File: src/rtl/wdt_pkg.sv
package wdt_pkg;
    localparam int CNT_W  = 16;
    localparam int BYTE_W = 8;
    localparam int LIM_W  = CNT_W - 1;

    typedef enum logic [1:0] {
        ST_OFF  = 2'd0,
        ST_RUN  = 2'd1,
        ST_FIRE = 2'd2
    } wdt_state_e;

    localparam logic [CNT_W-1:0] CTRL_RESET = {CNT_W{1'b1}};
endpackage

File: src/rtl/wdt_prescaler.sv
module wdt_prescaler #(
    parameter int PRESC_LOG2 = 4
) (
    input  logic clk,
    input  logic rst_n,
    input  logic en_i,
    input  logic clr_i,
    output logic tick_o
);
    generate
        if (PRESC_LOG2 == 0) begin : g_bypass
            assign tick_o = en_i;
        end else begin : g_div
            logic [PRESC_LOG2-1:0] div_q;

            always_ff @(posedge clk or negedge rst_n) begin
                if (!rst_n) begin
                    div_q <= '0;
                end else if (!en_i || clr_i) begin
                    div_q <= '0;
                end else begin
                    div_q <= div_q + 1'b1;
                end
            end

            assign tick_o = en_i && (div_q == {PRESC_LOG2{1'b1}});

            AST_TICK_RESTART: assert property (@(posedge clk) disable iff (!rst_n)
                tick_o |=> (div_q == '0));
        end
    endgenerate
endmodule

File: src/rtl/wdt_count_fsm.sv
module wdt_count_fsm
    import wdt_pkg::*;
(
    input  logic             clk,
    input  logic             rst_n,
    input  logic             en_i,
    input  logic [LIM_W-1:0] limit_i,
    input  logic             clr_i,
    input  logic             tick_i,
    output logic [CNT_W-1:0] cnt_o,
    output logic             wrap_o,
    output logic             timeout_o
);
    wdt_state_e       state_q, state_d;
    logic [CNT_W-1:0] cnt_q;
    logic             match;

    assign match = (cnt_q[CNT_W-1:1] == limit_i);

    always_comb begin
        state_d = state_q;
        unique case (state_q)
            ST_OFF:  state_d = en_i ? ST_RUN : ST_OFF;
            ST_RUN: begin
                if (!en_i)                state_d = ST_OFF;
                else if (match && !clr_i) state_d = ST_FIRE;
                else                      state_d = ST_RUN;
            end
            ST_FIRE: state_d = en_i ? ST_RUN : ST_OFF;
            default: state_d = ST_OFF;
        endcase
    end

    always_ff @(posedge clk or negedge rst_n) begin
        if (!rst_n) state_q <= ST_RUN;
        else        state_q <= state_d;
    end

    always_comb begin
        wrap_o    = (state_q == ST_RUN) && en_i && !clr_i && match;
        timeout_o = (state_q == ST_FIRE);
    end

    always_ff @(posedge clk or negedge rst_n) begin
        if (!rst_n) begin
            cnt_q <= '0;
        end else if (!en_i || clr_i || wrap_o) begin
            cnt_q <= '0;
        end else if (tick_i) begin
            cnt_q <= cnt_q + {{(CNT_W-1){1'b0}}, 1'b1};
        end
    end

    assign cnt_o = cnt_q;

    AST_OFF_HOLDS_ZERO: assert property (@(posedge clk) disable iff (!rst_n)
        !en_i |=> (cnt_q == '0));
    AST_TIMEOUT_ONE_CYCLE: assert property (@(posedge clk) disable iff (!rst_n)
        timeout_o |=> !timeout_o);
    AST_WRAP_ZERO: assert property (@(posedge clk) disable iff (!rst_n)
        wrap_o |=> (cnt_q == '0));
    AST_CLR_ZEROES: assert property (@(posedge clk) disable iff (!rst_n)
        clr_i |=> (cnt_q == '0));
    AST_STEP_ONLY: assert property (@(posedge clk) disable iff (!rst_n)
        (cnt_q != $past(cnt_q)) |-> ((cnt_q == $past(cnt_q) + 16'd1) || (cnt_q == '0)));
endmodule

File: src/rtl/wdt_byte_hold.sv
module wdt_byte_hold
    import wdt_pkg::*;
(
    input  logic              clk,
    input  logic              rst_n,
    input  logic              cap_i,
    input  logic [BYTE_W-1:0] lo_i,
    output logic [BYTE_W-1:0] hold_o
);
    logic [BYTE_W-1:0] hold_q;

    always_ff @(posedge clk or negedge rst_n) begin
        if (!rst_n)     hold_q <= '0;
        else if (cap_i) hold_q <= lo_i;
    end

    assign hold_o = hold_q;

    AST_HOLD_TAKES: assert property (@(posedge clk) disable iff (!rst_n)
        cap_i |=> (hold_q == $past(lo_i)));
    AST_HOLD_STABLE: assert property (@(posedge clk) disable iff (!rst_n)
        !cap_i |=> $stable(hold_q));
endmodule

File: src/rtl/wdt_core.sv
module wdt_core
    import wdt_pkg::*;
#(
    parameter int PRESC_LOG2 = 4
) (
    input  logic        clk,
    input  logic        rst_n,
    input  logic        wide_bus_i,
    input  logic        sel_i,
    input  logic        wr_i,
    input  logic [1:0]  addr_i,
    input  logic [15:0] wdata_i,
    output logic [15:0] rdata_o,
    output logic        timeout_o
);
    logic             rd_acc, wr_acc, is_cnt, byte_lo;
    logic             cnt_wr, cap, tick, wrap;
    logic [CNT_W-1:0] ctrl_q, cnt;
    logic [BYTE_W-1:0] hold;

    assign rd_acc  = sel_i && !wr_i;
    assign wr_acc  = sel_i && wr_i;
    assign is_cnt  = addr_i[1];
    assign byte_lo = addr_i[0];
    assign cnt_wr  = wr_acc && is_cnt;
    assign cap     = rd_acc && is_cnt && !wide_bus_i && !byte_lo;

    always_ff @(posedge clk or negedge rst_n) begin
        if (!rst_n) begin
            ctrl_q <= CTRL_RESET;
        end else if (wr_acc && !is_cnt) begin
            if (wide_bus_i)   ctrl_q                     <= wdata_i;
            else if (byte_lo) ctrl_q[BYTE_W-1:0]         <= wdata_i[BYTE_W-1:0];
            else              ctrl_q[CNT_W-1:BYTE_W]     <= wdata_i[BYTE_W-1:0];
        end
    end

    wdt_prescaler #(.PRESC_LOG2(PRESC_LOG2)) u_presc (
        .clk    (clk),
        .rst_n  (rst_n),
        .en_i   (ctrl_q[0]),
        .clr_i  (cnt_wr || wrap),
        .tick_o (tick)
    );

    wdt_count_fsm u_cnt (
        .clk       (clk),
        .rst_n     (rst_n),
        .en_i      (ctrl_q[0]),
        .limit_i   (ctrl_q[CNT_W-1:1]),
        .clr_i     (cnt_wr),
        .tick_i    (tick),
        .cnt_o     (cnt),
        .wrap_o    (wrap),
        .timeout_o (timeout_o)
    );

    wdt_byte_hold u_hold (
        .clk    (clk),
        .rst_n  (rst_n),
        .cap_i  (cap),
        .lo_i   (cnt[BYTE_W-1:0]),
        .hold_o (hold)
    );

    always_comb begin
        rdata_o = '0;
        if (rd_acc) begin
            if (wide_bus_i) begin
                rdata_o = is_cnt ? cnt : ctrl_q;
            end else if (is_cnt) begin
                rdata_o[BYTE_W-1:0] = byte_lo ? hold : cnt[CNT_W-1:BYTE_W];
            end else begin
                rdata_o[BYTE_W-1:0] = byte_lo ? ctrl_q[BYTE_W-1:0] : ctrl_q[CNT_W-1:BYTE_W];
            end
        end
    end

    AST_CTRL_KEEP: assert property (@(posedge clk) disable iff (!rst_n)
        !(wr_acc && !is_cnt) |=> $stable(ctrl_q));
    AST_READ_NO_CLEAR: assert property (@(posedge clk) disable iff (!rst_n)
        (rd_acc && ctrl_q[0] && !wrap && cnt != 16'hFFFF) |=> (cnt != '0 || $past(cnt) == '0));
endmodule

File: config.mk
export PLATFORM = sky130hd
export DESIGN_NAME = wdt_core
export DESIGN_NICKNAME = d
export VERILOG_FILES = /design/src/rtl/wdt_pkg.sv /design/src/rtl/wdt_prescaler.sv /design/src/rtl/wdt_count_fsm.sv /design/src/rtl/wdt_byte_hold.sv /design/src/rtl/wdt_core.sv
export SDC_FILE = /design/constraint.sdc
export NUM_CORES = 1
export LEC_CHECK = 0
export ABC_CLOCK_PERIOD_IN_PS = 4000
export BUFFER_PORTS_ARGS = -buffer_cell sky130_fd_sc_hd__clkbuf_2
export CAP_MARGIN = 30
export CORE_AREA = 2 2 115 117
export CTS_CLUSTER_DIAMETER = 50
export CTS_CLUSTER_SIZE = 28
export DETAILED_ROUTE_END_ITERATION = 6
export DIE_AREA = 0 0 117 119
export GPL_ROUTABILITY_DRIVEN = 0
export GPL_TIMING_DRIVEN = 0
export SKIP_LAST_GASP = 1
export SYNTH_ARGS = -nofsm -noshare
export SYNTH_HDL_FRONTEND = slang
export SYNTH_HIERARCHICAL = 1
export SYNTH_SLANG_ARGS = --single-unit
File: constraint.sdc
create_clock -name clk -period 4 [get_ports clk]
set_input_delay 0.8 -clock clk [delete_from_list [all_inputs] [get_ports clk]]
set_output_delay 0.8 -clock clk [all_outputs]
set_load 0.03 [all_outputs]
# After elaboration in Yosys (flattened, before gate mapping)
# Cells that the tools add are included.
dict set report classes {
  add_sub_neg 2
  n_eq_ne 5
  mux 17
  reduce_logical 28
}
# op n
set op_table {}
lappend op_table {{16-bit two-way mux} 5}
lappend op_table {{8-bit two-way mux} 7}
lappend op_table {{16-bit by 1-bit adder with 16-bit output (second input constant)} 1}
lappend op_table {{15-bit == test} 1}
lappend op_table {{1-bit logical AND} 12}
lappend op_table {{1-bit logical NOT} 6}
lappend op_table {{4-bit by 1-bit adder with 4-bit output (second input constant)} 1}
lappend op_table {{4-bit == test (second input constant)} 1}
lappend op_table {{1-bit logical OR} 4}
lappend op_table {{2-bit two-way mux} 2}
lappend op_table {{4-bit two-way mux} 1}
lappend op_table {{2-bit one-hot mux with 2 select lines} 1}
lappend op_table {{2-bit AND reduction} 2}
lappend op_table {{2-bit nonzero test} 2}
lappend op_table {{2-bit by 1-bit == test with 1-bit output (second input constant)} 1}
lappend op_table {{2-bit == test (second input constant)} 1}
lappend op_table {{2-bit logical NOT} 1}
lappend op_table {{2-bit inequality test (second input constant)} 1}
lappend op_table {{2-bit OR reduction} 1}
lappend op_table {{1-bit two-way mux} 1}
dict set report word_totals {
  ff_bits 46
  input_bits 23
  out_inout_bits 17
  elab_cells 58
}

# Logic depth before layout (Yosys ltp)
# Gate-level depths: netlist (run 1).
dict set report logic_depth {
  depth_word 8
  ltp_mapped 9
  depth_no_buf 7
}

# Modules after synthesis
# Netlist (run 1), hierarchy kept.
# mod instances cells_each area_each_um2 seq_area_each_um2
set modules_own_cells {}
lappend modules_own_cells {wdt_count_fsm 1 114 1207.4 451.7}
lappend modules_own_cells {wdt_core 1 107 1132.3 420.4}
lappend modules_own_cells {wdt_byte_hold 1 17 331.6 200.2}
lappend modules_own_cells {wdt_prescaler 1 16 185.2 100.1}

# Worst setup path after synthesis (run 1)
# No wires, ideal clock.
dict set report synth_timing {
  path_kind {in2reg}
  from {in addr_i[1]}
  to {reg u_presc.g_div.div_q[3]}
  setup_time_ns 0.079
  t_arrival_ns 2.748
  required_time_ns 3.921
  slack_ns 1.172
  cell_stages 9
  path_buffers 2
  cell_sequence {buf_2 > and3_1 > inv_1 > nand2_1 > clkbuf_1 > nor3b_1 > or2_2 > or3b_1 > mux2i_1}
}
dict set report synth_via {
  elab_chain_cells 7
}
# item line_no
set synth_rtl {}
lappend synth_rtl {{from (decl)} wdt_core.sv:11} ;# input logic [1:0] addr_i,
lappend synth_rtl {{1-bit logical AND} wdt_core.sv:25} ;# assign cnt_wr = wr_acc && is_cnt;
lappend synth_rtl {{via cnt_wr} wdt_core.sv:17} ;# logic cnt_wr, cap, tick, wrap;
lappend synth_rtl {{1-bit logical NOT} wdt_count_fsm.sv:40} ;# wrap_o = (state_q == ST_RUN) && en_i && !clr_i && match;
lappend synth_rtl {{1-bit logical AND (2 in a row)} wdt_count_fsm.sv:40}
lappend synth_rtl {{via wrap} wdt_core.sv:17}
lappend synth_rtl {{1-bit logical OR} wdt_core.sv:42} ;# .clr_i (cnt_wr || wrap),
lappend synth_rtl {{1-bit logical OR} wdt_prescaler.sv:19} ;# end else if (!en_i || clr_i) begin
lappend synth_rtl {{4-bit two-way mux} wdt_prescaler.sv:19}
lappend synth_rtl {{to (signal assigned)} wdt_prescaler.sv:22} ;# div_q <= div_q + 1'b1;
lappend synth_rtl {{to (decl)} wdt_prescaler.sv:14} ;# logic [PRESC_LOG2-1:0] div_q;
# The timed path passes the listed nets, and every way through them passes these cells.
# A chain may end at the register's enable or synchronous reset.

# Worst setup path after layout (run 1)
# Ends and elaborated chain as after synthesis.

==> metrics, run 1 <==
Post-synth top flop=dfrtp_1; Syn Inst Count=254; post-DP HPWL=5.33 mm; DR WL met2=3.36 mm; reg2reg setup slack=1.74 ns; switching power=347 µW; PD cells=358 nW/µm²; Design Area, Final=around 3400 µm²; die height=119 µm; Final Hold Vio Count=0; Clock Tree Buf Depth=2; clock transition at the registers of the reported paths=0.06 ns; Port-buffer cells=37; Worst Max-Slew Pin Slew=~0.64 ns; Worst-Skew Late Latency=0.29 ns; DR iter-0 viols=78; status=completed; met3 wire len=327 µm; CTS Buf Count=5; Avg Inst Size Synth=11.2 µm²; DRT Pass-1 Iters=4; worst relative slew slack=between 50% and 60%; grt ovf=0; number of clock sinks=between 40 and 50; largest net degree at the start of global routing=34; worst r2r src=u_cnt/cnt_o[2]$_DFFE_PN0P_; H-tree depth=2; type of the worst min-delay path=primary input to async pin; CTS tree=built; EDFF count, synth=0; max-cap violations=0; Peak VDD IR=0.000168 V; CP startpoint kind=primary input; Tmin final=2.99 ns; asr flop ratio synth=100%; Vias=approximately 2.1k; Area after DPL=3280 µm²; Reg power frac=48.6%; synthesized area=2860 µm²; DR top layer=met4; first-pass GRT wire length=11.3 mm; FF+latch count, synth=46; Ys Warns=6; row cnt=42; I/O Pins=40; period utilization=74.8%; setup TNS=0 ns; synth cell count leaders=dfrtp_1, xnor2_1, mux2_2, dfstp_2, nor2_1; Detail Route Antenna Nets=0; Nets=324; Layout Skew=0.00373 ns; Max Slew Vio Count=0; DIE AREA=13900 µm²; CP endpoint kind=register; clock share of power=33.4%; M1 WL=3.19 mm; CTS resizes=0; gr usage total=10.6%; # DRC=0; Yosys cell types=42; Internal=876 µW; Final setup viols=0; WL/cell=14.7 µm; Pleak=0.00134 µW; Yosys top cell area share=25.4%; Vias per Instance=4.47; RSZ-0062 raised after global routing=no; worst-path maximum fanout=10; CORE AREA=around 13000 µm²; worst path required time=4.22 ns; clock root buffer=clkbuf_16; Sw Ratio=28.4%; vias in the first global route=about 2.2k; Seq/Total Area, Yosys=41.0%; count leader, synth=dfrtp_1; post-synth net total=279; Total Wirelength=7.01 mm; Layout area overhead=19.8%; Starting Density=22.2%; CTS Hold Buffers Added=0; Inserted Diodes=0; worst hold slack=between 0.4 and 0.5 ns; worst r2r path cells=7; critical path class=primary input to register; post-CTS setup buffers=0; Die X-Extent=~120 µm; Combinational Power Share=between 10% and 20%; post-synth top area cell=dfrtp_1; initial antenna violation count=0; Arrival @ worst endpoint=3.21 ns; layout cells sized above 1=42.3%; top cells by area, synth=dfrtp_1, dfstp_2, mux2_2; Crit Reg-Reg Endpoint=u_presc/g_div.div_q[2]$_DFF_PN0_; fmax=334 MHz
==> stage by stage <==
step | setup slack [ns] | instances | total power, µW | utilization (%)
final | 1.01 | 476 | 1220 | 26.6
after global routing | 0.874 | 476 | 1280 | 26.6
after CTS | 1.03 | 476 | 1240 | 26.6
after detailed placement | 0.729 | 468 | 822 | 25.5
after global placement | 0.767 | 467 | 815 | 25.3
after floorplan | 1.17 | 254 | 744 | -
==> sequential cells by signal, summed over array words and instances (netlist names) <==
| signal | cells |
|---|---|
| u_cnt/state_q | 2 |
| u_presc/g_div.div_q | 4 |
| u_hold/hold_o | 8 |
| ctrl_q | 16 |
| u_cnt/cnt_o | 16 |
==> cell families (layout without fill, tap and decap cells) <==
logic type,count (synthesis),count (layout),synth area share [%]
XOR/XNOR,31,31,9.77
multiplexers,42,42,17.2
flip-flops,46,46,41.0
adder cells (fa/ha/maj),2,2,0.876
buffers and inverters,21,67,4.07
AND/OR/NAND/NOR,71,71,15.4
AO/OA/AOI/OAI,41,41,11.7
==> power by group through the flow <==
stage | clock (µW) | combinational [µW] | sequential [µW]
3_5_place_dp | 0 | 220 | 603
4_1_cts | 421 | 221 | 595
3_3_place_gp | 0 | 215 | 600
5_1_grt | 439 | 241 | 602
6_report | 409 | 220 | 595
2_1_floorplan | 0 | 164 | 581
==> placed cells by master (no fill, tap or decap), types with 8 or more instances in the layout <==
cell type	Yosys	layout
mux2_4	8	8
clkbuf_2	0	37
mux2i_1	10	10
dfrtp_1	29	29
nor2_1	15	15
xnor2_1	27	27
nand2b_1	8	8
mux2_2	24	24
o22ai_1	8	8
nand2_1	11	11
buf_2	9	9
o221ai_1	8	8
a21oi_1	8	8
dfstp_2	17	17
a211oi_2	9	9
==> how the worst max path moves through the flow <==
stage              start                                to  slack [ns]  depth (start not counted)
6_report       addr_i[1]  u_presc/g_div.div_q[3]$_DFF_PN0_        1.01                          9
5_1_grt        addr_i[1]  u_presc/g_div.div_q[3]$_DFF_PN0_        0.87                          9
4_1_cts        addr_i[1]  u_presc/g_div.div_q[3]$_DFF_PN0_        1.03                          9
3_5_place_dp   addr_i[1]  u_presc/g_div.div_q[3]$_DFF_PN0_        0.73                          9
3_3_place_gp   addr_i[1]  u_presc/g_div.div_q[3]$_DFF_PN0_        0.77                          9
2_1_floorplan  addr_i[1]  u_presc/g_div.div_q[3]$_DFF_PN0_        1.17                          9
==> routing by layer <==
layer | global-route usage [%] | vias to the layer above
li1 | - | 1017
met1 | 14.2 | 1048
met2 | 16.7 | 53
met3 | 2.24 | 10
met4 | 3.97 | 0
met5 | 0 | -
==> worst max-delay path, cell delays in order <==
cell and delay (ns):
buf_2 0.25, and3_1 0.30, inv_1 0.10, nand2_1 0.27
clkbuf_1 0.53, nor3b_1 0.11, or2_2 0.35, or3b_1 0.37
mux2i_1 0.12
==> cell type report <==
| cell class | count | area (µm²) |
|---|---|---|
| plain buffers | 16 | 97.6 |
| fillers | 1366 | 9450 |
| flip-flops and latches | 46 | 1170 |
| clock buffers | 7 | 133 |
| multi-input cells | 187 | 1570 |
| clock inverters | 1 | 7.51 |
| well taps | 176 | 220 |
| inverters | 5 | 18.8 |
| repair buffers | 38 | 205 |
(Power assumes the default switching activity.)
==> run 2, diff against run 1 <==
- ABC_AREA: default -> 1
- ABC_CLOCK_PERIOD_IN_PS: 4000 -> 2800
- CORE_AREA: 2 2 115 117 -> 2 2 120 122
- DIE_AREA: 0 0 117 119 -> 0 0 122 124
- clock period: 4 -> 2.8 ns (I/O delays scaled with it)
==> run 2 against run 1 <==
Against the previous run: global-route usage up 1.0 points; die area up 8.7%; final area up 8.4%; sequential share of layout area down 2.7 points; hold slack worse by 0.26 ns; clock power up 45%; critical path type is now register to register; critical endpoint is now u_cnt/cnt_o[12]$_DFFE_PN0P_; largest cell class unchanged.
==> metrics, run 2 <==
Vias=2871 (+35%); Ys Warns=6 (unchanged); Die X-Extent=122 µm (+4.3%); layout cells sized above 1=20.8% (-22 points); WL/cell=11.9 µm (-19%); commonest non-fill, non-tap cell in the layout=nand2_1; worst relative slew slack=39.2% (-18 points); Worst-Skew Late Latency=0.28 ns (about the same); row cnt=43 (+2.4%); Layout Skew=0.00564 ns (+0.00191 ns); area of the multi-input gates=1530 µm² (-2.2%); worst-path maximum fanout=6 (-4); Port-buffer cells=38 (+2.7%); RSZ-0062 raised after global routing=no; Sw Ratio=29.4% (+0.97 points); H-tree depth=2 (unchanged); Vias per Instance=4.08 (-8.8%); synth cell count leaders=nand2_1, inv_1, nor2_1, dfrtp_1, o21ai_1; DRT Pass-1 Iters=6 (+2); top cells by area, synth=dfrtp_1, nand2_1, dfstp_2; worst path required time=3.01 ns (-1.21 ns); Clock Tree Buf Depth=2 (unchanged); Non-Filler Instances=704 (+48%); type of the worst min-delay path=primary input to async pin; switching power=517 µW (+49%); Syn Inst Count=477 (+88%); Max Slew Vio Count=0 (unchanged); Arrival @ worst endpoint=2.71 ns (-0.50 ns); Final Hold Vio Count=0 (unchanged); clock transition at the registers of the reported paths=0.06 ns (about the same); vias in the first global route=2773 (+28%); number of clock sinks=46 (unchanged); period utilization=89.0%; EDFF count, synth=0 (unchanged); Nets=548 (+69%); critical path launch point=ctrl_q[0]$_DFFE_PN1P_; reg2reg setup slack=0.31 ns (-1.43 ns); first-pass GRT wire length=13.5 mm (+19%); post-synth top area cell=dfrtp_1; M1 GR Usage=14.1% (-0.091 points); met2 usage=20.9% (+4.3 points); max-cap violations=0 (unchanged); gr busiest metal=met2; CORE AREA=13700 µm² (+6.6%); flip-flop and latch area=1170 µm² (unchanged); critical path's top delay family=simple AND/OR/NAND/NOR gates; CTS Buf Count=5 (unchanged); worst hold slack=0.173 ns (-0.256 ns); Peak VDD IR=0.000205 V (+22%); CP endpoint kind=register; clock root buffer=clkbuf_16; Internal=1240 µW (+42%); Combinational Power Share=20.7% (+2.7 points); CTS resizes=0 (unchanged); fmax=401 MHz; I/O Pins=40 (unchanged); status=completed; synthesized area=3130 µm² (+9.5%); Starting Density=22.8% (+0.61 points); Post-synth top flop=dfrtp_1; Inserted Diodes=0 (unchanged); DR iter-0 viols=166 (+110%); grt ovf=0 (unchanged); Worst Max-Slew Pin Slew=0.905 ns (+0.269 ns); Global Route met3 Usage=2.20% (-0.041 points); critical path class=register to register; Avg Inst Size Synth=6.56 µm² (-42%); DIE AREA=15100 µm² (+8.7%); CP startpoint kind=register; largest net degree at the start of global routing=36 (+5.9%); Layout area overhead=18.6%; PD cells=475 nW/µm² (+33%); Pwr Total=1760 µW (+44%); count leader, synth=nand2_1; Slowest-stage cell, CP=nor3_1; Worst path max stage delay=0.75 ns (+0.22 ns); Yosys top cell area share=23.2% (-2.2 points); post-CTS setup buffers=0 (unchanged); initial antenna violation count=0 (unchanged); Final setup viols=0 (unchanged); Seq/Total Area, Yosys=37.5% (-3.6 points); # DRC=0 (unchanged); asr flop ratio synth=100% (unchanged); worst r2r path cells=10 (+3); worst r2r src=ctrl_q[0]$_DFFE_PN1P_; Yosys cell types=30 (-29%); gr usage total=11.6% (+1.0 points); Pleak=0.00180 µW (+34%); FF+latch count, synth=46 (unchanged); Tmin final=roughly 2.5 ns; CTS tree=built; CTS Hold Buffers Added=0 (unchanged); post-synth net total=502 (+80%); Detail Route Antenna Nets=0 (unchanged); fillers=1556 (+14%); commonest non-fill, non-tap cells in the layout=nand2_1, inv_1, clkbuf_2, nor2_1, dfrtp_1; buffers plus inverters on the worst setup path=2 (-1); clock share of power=33.6% (+0.2 points); Crit Reg-Reg Endpoint=u_cnt/cnt_o[12]$_DFFE_PN0P_; Inst Count DP=696 (+49%); CP cell instances=inv_2 -> nor3_1 -> inv_2 -> nor2_4 -> nand2_2 -> nor2_2 -> nand3_1 -> o21ai_0 -> nand2_1 -> nor2_1; post-DP HPWL=6.63 mm (+25%); Total Wirelength=8.37 mm (+19%); setup TNS=0 ns (unchanged); Reg power frac=45.7% (-2.9 points); Worst path most repeated cell=inv_2; die height=124 µm (+4.2%)
==> run 2: metrics by stage <==
| stage | instance area [µm²] | utilization, % | setup slack, ns |
|---|---|---|---|
| 3_3_place_gp | 3540 | 25.8 | 0.320 |
| 4_1_cts | 3710 | 27.0 | 0.303 |
| 6_report | 3710 | 27.0 | 0.308 |
| 5_1_grt | 3710 | 27.0 | 0.0826 |
| 3_5_place_dp | 3560 | 26.0 | 0.325 |
| 2_1_floorplan | 3130 | - | 0.682 |
==> run 2: power groups by stage <==
stage | clock network [µW] | logic [µW] | registers [µW]
after global placement | 0 | 361 | 813
after floorplan | 0 | 267 | 802
after global routing | 640 | 417 | 813
after detailed placement | 0 | 367 | 815
final | 592 | 365 | 805
after CTS | 613 | 370 | 804
==> run 2: layout make-up <==
type | instances | area share (%)
clock buffer | 7 | 3.84
timing repair buffer | 39 | 5.66
tap | 180 | 6.07
clock inverter | 1 | 0.135
buffer | 11 | 2.29
inverter | 90 | 9.10
multi-input combinational | 330 | 41.3
sequential | 46 | 31.6
==> run 2: how the worst max path moves through the flow <==
stage | to | cells after the start
final | u_cnt/cnt_o[12]$_DFFE_PN0P_ | 10
after global routing | u_cnt/cnt_o[12]$_DFFE_PN0P_ | 10
after CTS | u_cnt/cnt_o[12]$_DFFE_PN0P_ | 10
after detailed placement | u_cnt/cnt_o[12]$_DFFE_PN0P_ | 10
after global placement | u_cnt/cnt_o[12]$_DFFE_PN0P_ | 10
after floorplan | rdata_o[4] | 6
==> run 2: routing by layer <==
layer	up-vias	part of all wire, %	routed length, µm
li1	1514	-	-
met1	1288	45	3800
met2	60	47	3970
met3	9	5.4	455
met4	0	1.7	145
met5	-	0	0
==> run 2: cell families after synthesis <==
logic type,count (synthesis),synth area share (%)
mux,1,0.320
xor+xnor,9,2.52
fa+ha+maj,2,0.800
flops,46,37.5
compound gates,45,7.20
buf+inv,101,13.5
simple gates,273,38.2
==> run 3, diff against run 2 <==
==> constraint.sdc (replaced) <==
create_clock -name clk -period 2.8 [get_ports clk]
set_input_delay 0.14 -clock clk [delete_from_list [all_inputs] [get_ports clk]]
set_output_delay 0.14 -clock clk [all_outputs]
set_load 0.03 [all_outputs]
==> run 3 against run 2 <==
Against the previous run: hold slack got worse by 0.088 ns; via count fell by 0.45%; register-to-register slack barely moved; clock power barely moved; sequential power barely moved; first-iteration DRC count fell by 7.2%; setup slack improved by 0.012 ns; sequential cell count did not move; critical path depth did not move; highest routed layer unchanged.
==> metrics, run 3 (synthesis results as in run 2) <==
Clock Tree Buf Depth=2 (unchanged); Final Hold Vio Count=0 (unchanged); initial antenna violation count=0 (unchanged); Design Area, Final=3720 µm² (+0.27%); Layout area overhead=19.0%; Worst path most repeated cell=inv_2; Arrival @ worst endpoint=2.69 ns (-0.02 ns); post-DP HPWL=6.63 mm (unchanged); Starting Density=22.8% (unchanged); Slowest-stage cell, CP=nor3_1; Nets=549 (+0.18%); Reg power frac=45.7% (about the same); DRT Pass-1 Iters=4 (-2); CP endpoint kind=register; Die X-Extent=122 µm (unchanged); largest net degree at the start of global routing=36 (unchanged); Total Wirelength=8.36 mm (-0.23%); CP cell instances=inv_2 -> nor3_1 -> inv_2 -> nor2_4 -> nand2_2 -> nor2_2 -> nand3_1 -> o21ai_0 -> nand2_1 -> nor2_1; max-cap violations=0 (unchanged); Tmin final=2.48 ns (-0.0119 ns); Peak VDD IR=0.000205 V (about the same); Final setup viols=0 (unchanged); type of the worst min-delay path=primary input to register; vias in the first global route=2773 (unchanged); Sw Ratio=29.3% (-0.069 points); Port-buffer cells=38 (unchanged); row cnt=43 (unchanged); CORE AREA=13700 µm² (unchanged); RSZ-0062 raised after global routing=no; CTS Buf Count=5 (unchanged); Inserted Diodes=0 (unchanged); number of clock sinks=46 (unchanged); commonest non-fill, non-tap cell in the layout=nand2_1; DR iter-0 viols=154 (-7.2%); Area after DPL=3560 µm² (unchanged); clock share of power=33.5% (about the same); clock transition at the registers of the reported paths=0.06 ns (about the same); first-pass GRT wire length=13.5 mm (unchanged); Worst path max stage delay=0.75 ns (about the same); Max Slew Vio Count=0 (unchanged); clock root buffer=clkbuf_16; Worst-Skew Late Latency=0.28 ns (about the same); layout cells sized above 1=20.8% (-0.040 points); switching power=516 µW (-0.26%); Worst Max-Slew Pin Slew=0.913 ns (+0.00767 ns); H-tree depth=2 (unchanged); post-CTS setup buffers=0 (unchanged); PD cells=473 nW/µm² (-0.30%); status=completed; die height=124 µm (unchanged); critical path class=register to register; Detail Route Antenna Nets=0 (unchanged); reg2reg setup slack=0.32 ns (about the same); Pleak=0.00180 µW (+0.23%); grt ovf=0 (unchanged); worst relative slew slack=38.7% (-0.52 points); worst path required time=3.01 ns (about the same); CP startpoint kind=register; commonest non-fill, non-tap cells in the layout=nand2_1, inv_1, clkbuf_2, nor2_1, dfrtp_1; # DRC=0 (unchanged); WL/cell=11.9 µm (-0.37%); gr usage total=11.6% (unchanged); setup TNS=0 ns (unchanged); I/O Pins=40 (unchanged); fmax=403 MHz (+0.48%); Combinational Power Share=20.8% (about the same); fillers=1555 (-0.064%); DIE AREA=15100 µm² (unchanged); worst-path maximum fanout=6 (unchanged); Vias per Instance=4.05 (-0.59%); period utilization=88.6% (-0.42 points); Vias=2858 (-0.45%); CTS tree=built; Internal=1250 µW (about the same); Layout Skew=0.00541 ns (-0.000230 ns)
==> run 3: timing repair <==
action,4_1_cts,5_1_grt
hold endpoints to repair,3,0
hold buffers,1,0
gates resized for setup,0,0
endpoints found under the setup margin,0,0
==> run 3: power by group through the flow <==
stage                     Combinational [µW]  Clock [µW]  Sequential [µW]
final                                    366         591              805
after global routing                     418         640              813
after CTS                                371         613              804
after detailed placement                 367           0              815
after global placement                   361           0              813
after floorplan                          267           0              802
==> run 3: routing by layer <==
metal  GRT usage (%)  vias to the layer above  routed length [µm]
li1                -                     1517                   -
met1            14.1                     1273                3830
met2            20.9                       59                3950
met3            2.20                        9                 432
met4            3.38                        0                 141
met5               0                        -                   0
==> run 3: worst paths after layout <==
path,startpoint,end,cells past startpoint
worst min register to register,u_presc/g_div.div_q[0]$_DFF_PN0_,u_presc/g_div.div_q[0]$_DFF_PN0_,1
min in group asynchronous,rst_n,u_hold/hold_o[2]$_DFFE_PN0P_,2
max in group asynchronous,rst_n,u_cnt/state_q[0]$_DFF_PN1_,3
worst max register to register,ctrl_q[0]$_DFFE_PN1P_,u_cnt/cnt_o[12]$_DFFE_PN0P_,10
worst min-delay path,wdata_i[6],ctrl_q[6]$_DFFE_PN1P_,3
worst max-delay path,ctrl_q[0]$_DFFE_PN1P_,u_cnt/cnt_o[12]$_DFFE_PN0P_,10
==> run 3: critical path: cells and delay by family (launching register included) <==
family / cells / cell delay [ns]
buffers and inverters: 2 / 0.21
AND/OR/NAND/NOR: 7 / 1.42
AO/OA/AOI/OAI: 1 / 0.19
flip-flops: 1 / 0.59
==> run 3: layout make-up <==
type / count / area, µm² / share of cell area [%]
buffer: 11 / 85.1 / 2.29
clock buffer: 7 / 143 / 3.83
clock inverter: 1 / 5.00 / 0.134
inverter: 90 / 338 / 9.08
multi-input combinational: 330 / 1530 / 41.2
sequential: 46 / 1170 / 31.5
tap: 180 / 225 / 6.05
timing repair buffer: 40 / 220 / 5.92
==> run 3: metrics by stage <==
stage                     setup WS [ns]  power [µW]  util [%]  hold slack [ns]  std cells
after floorplan                   0.816        1070         -           -0.156        477
after global placement            0.320        1170      25.8            0.364        695
after CTS                         0.303        1790      27.1           0.0722        705
after global routing             0.0826        1870      27.1           0.0897        705
final                             0.320        1760      27.1           0.0846        705
after detailed placement          0.325        1180      26.0           0.0621        696
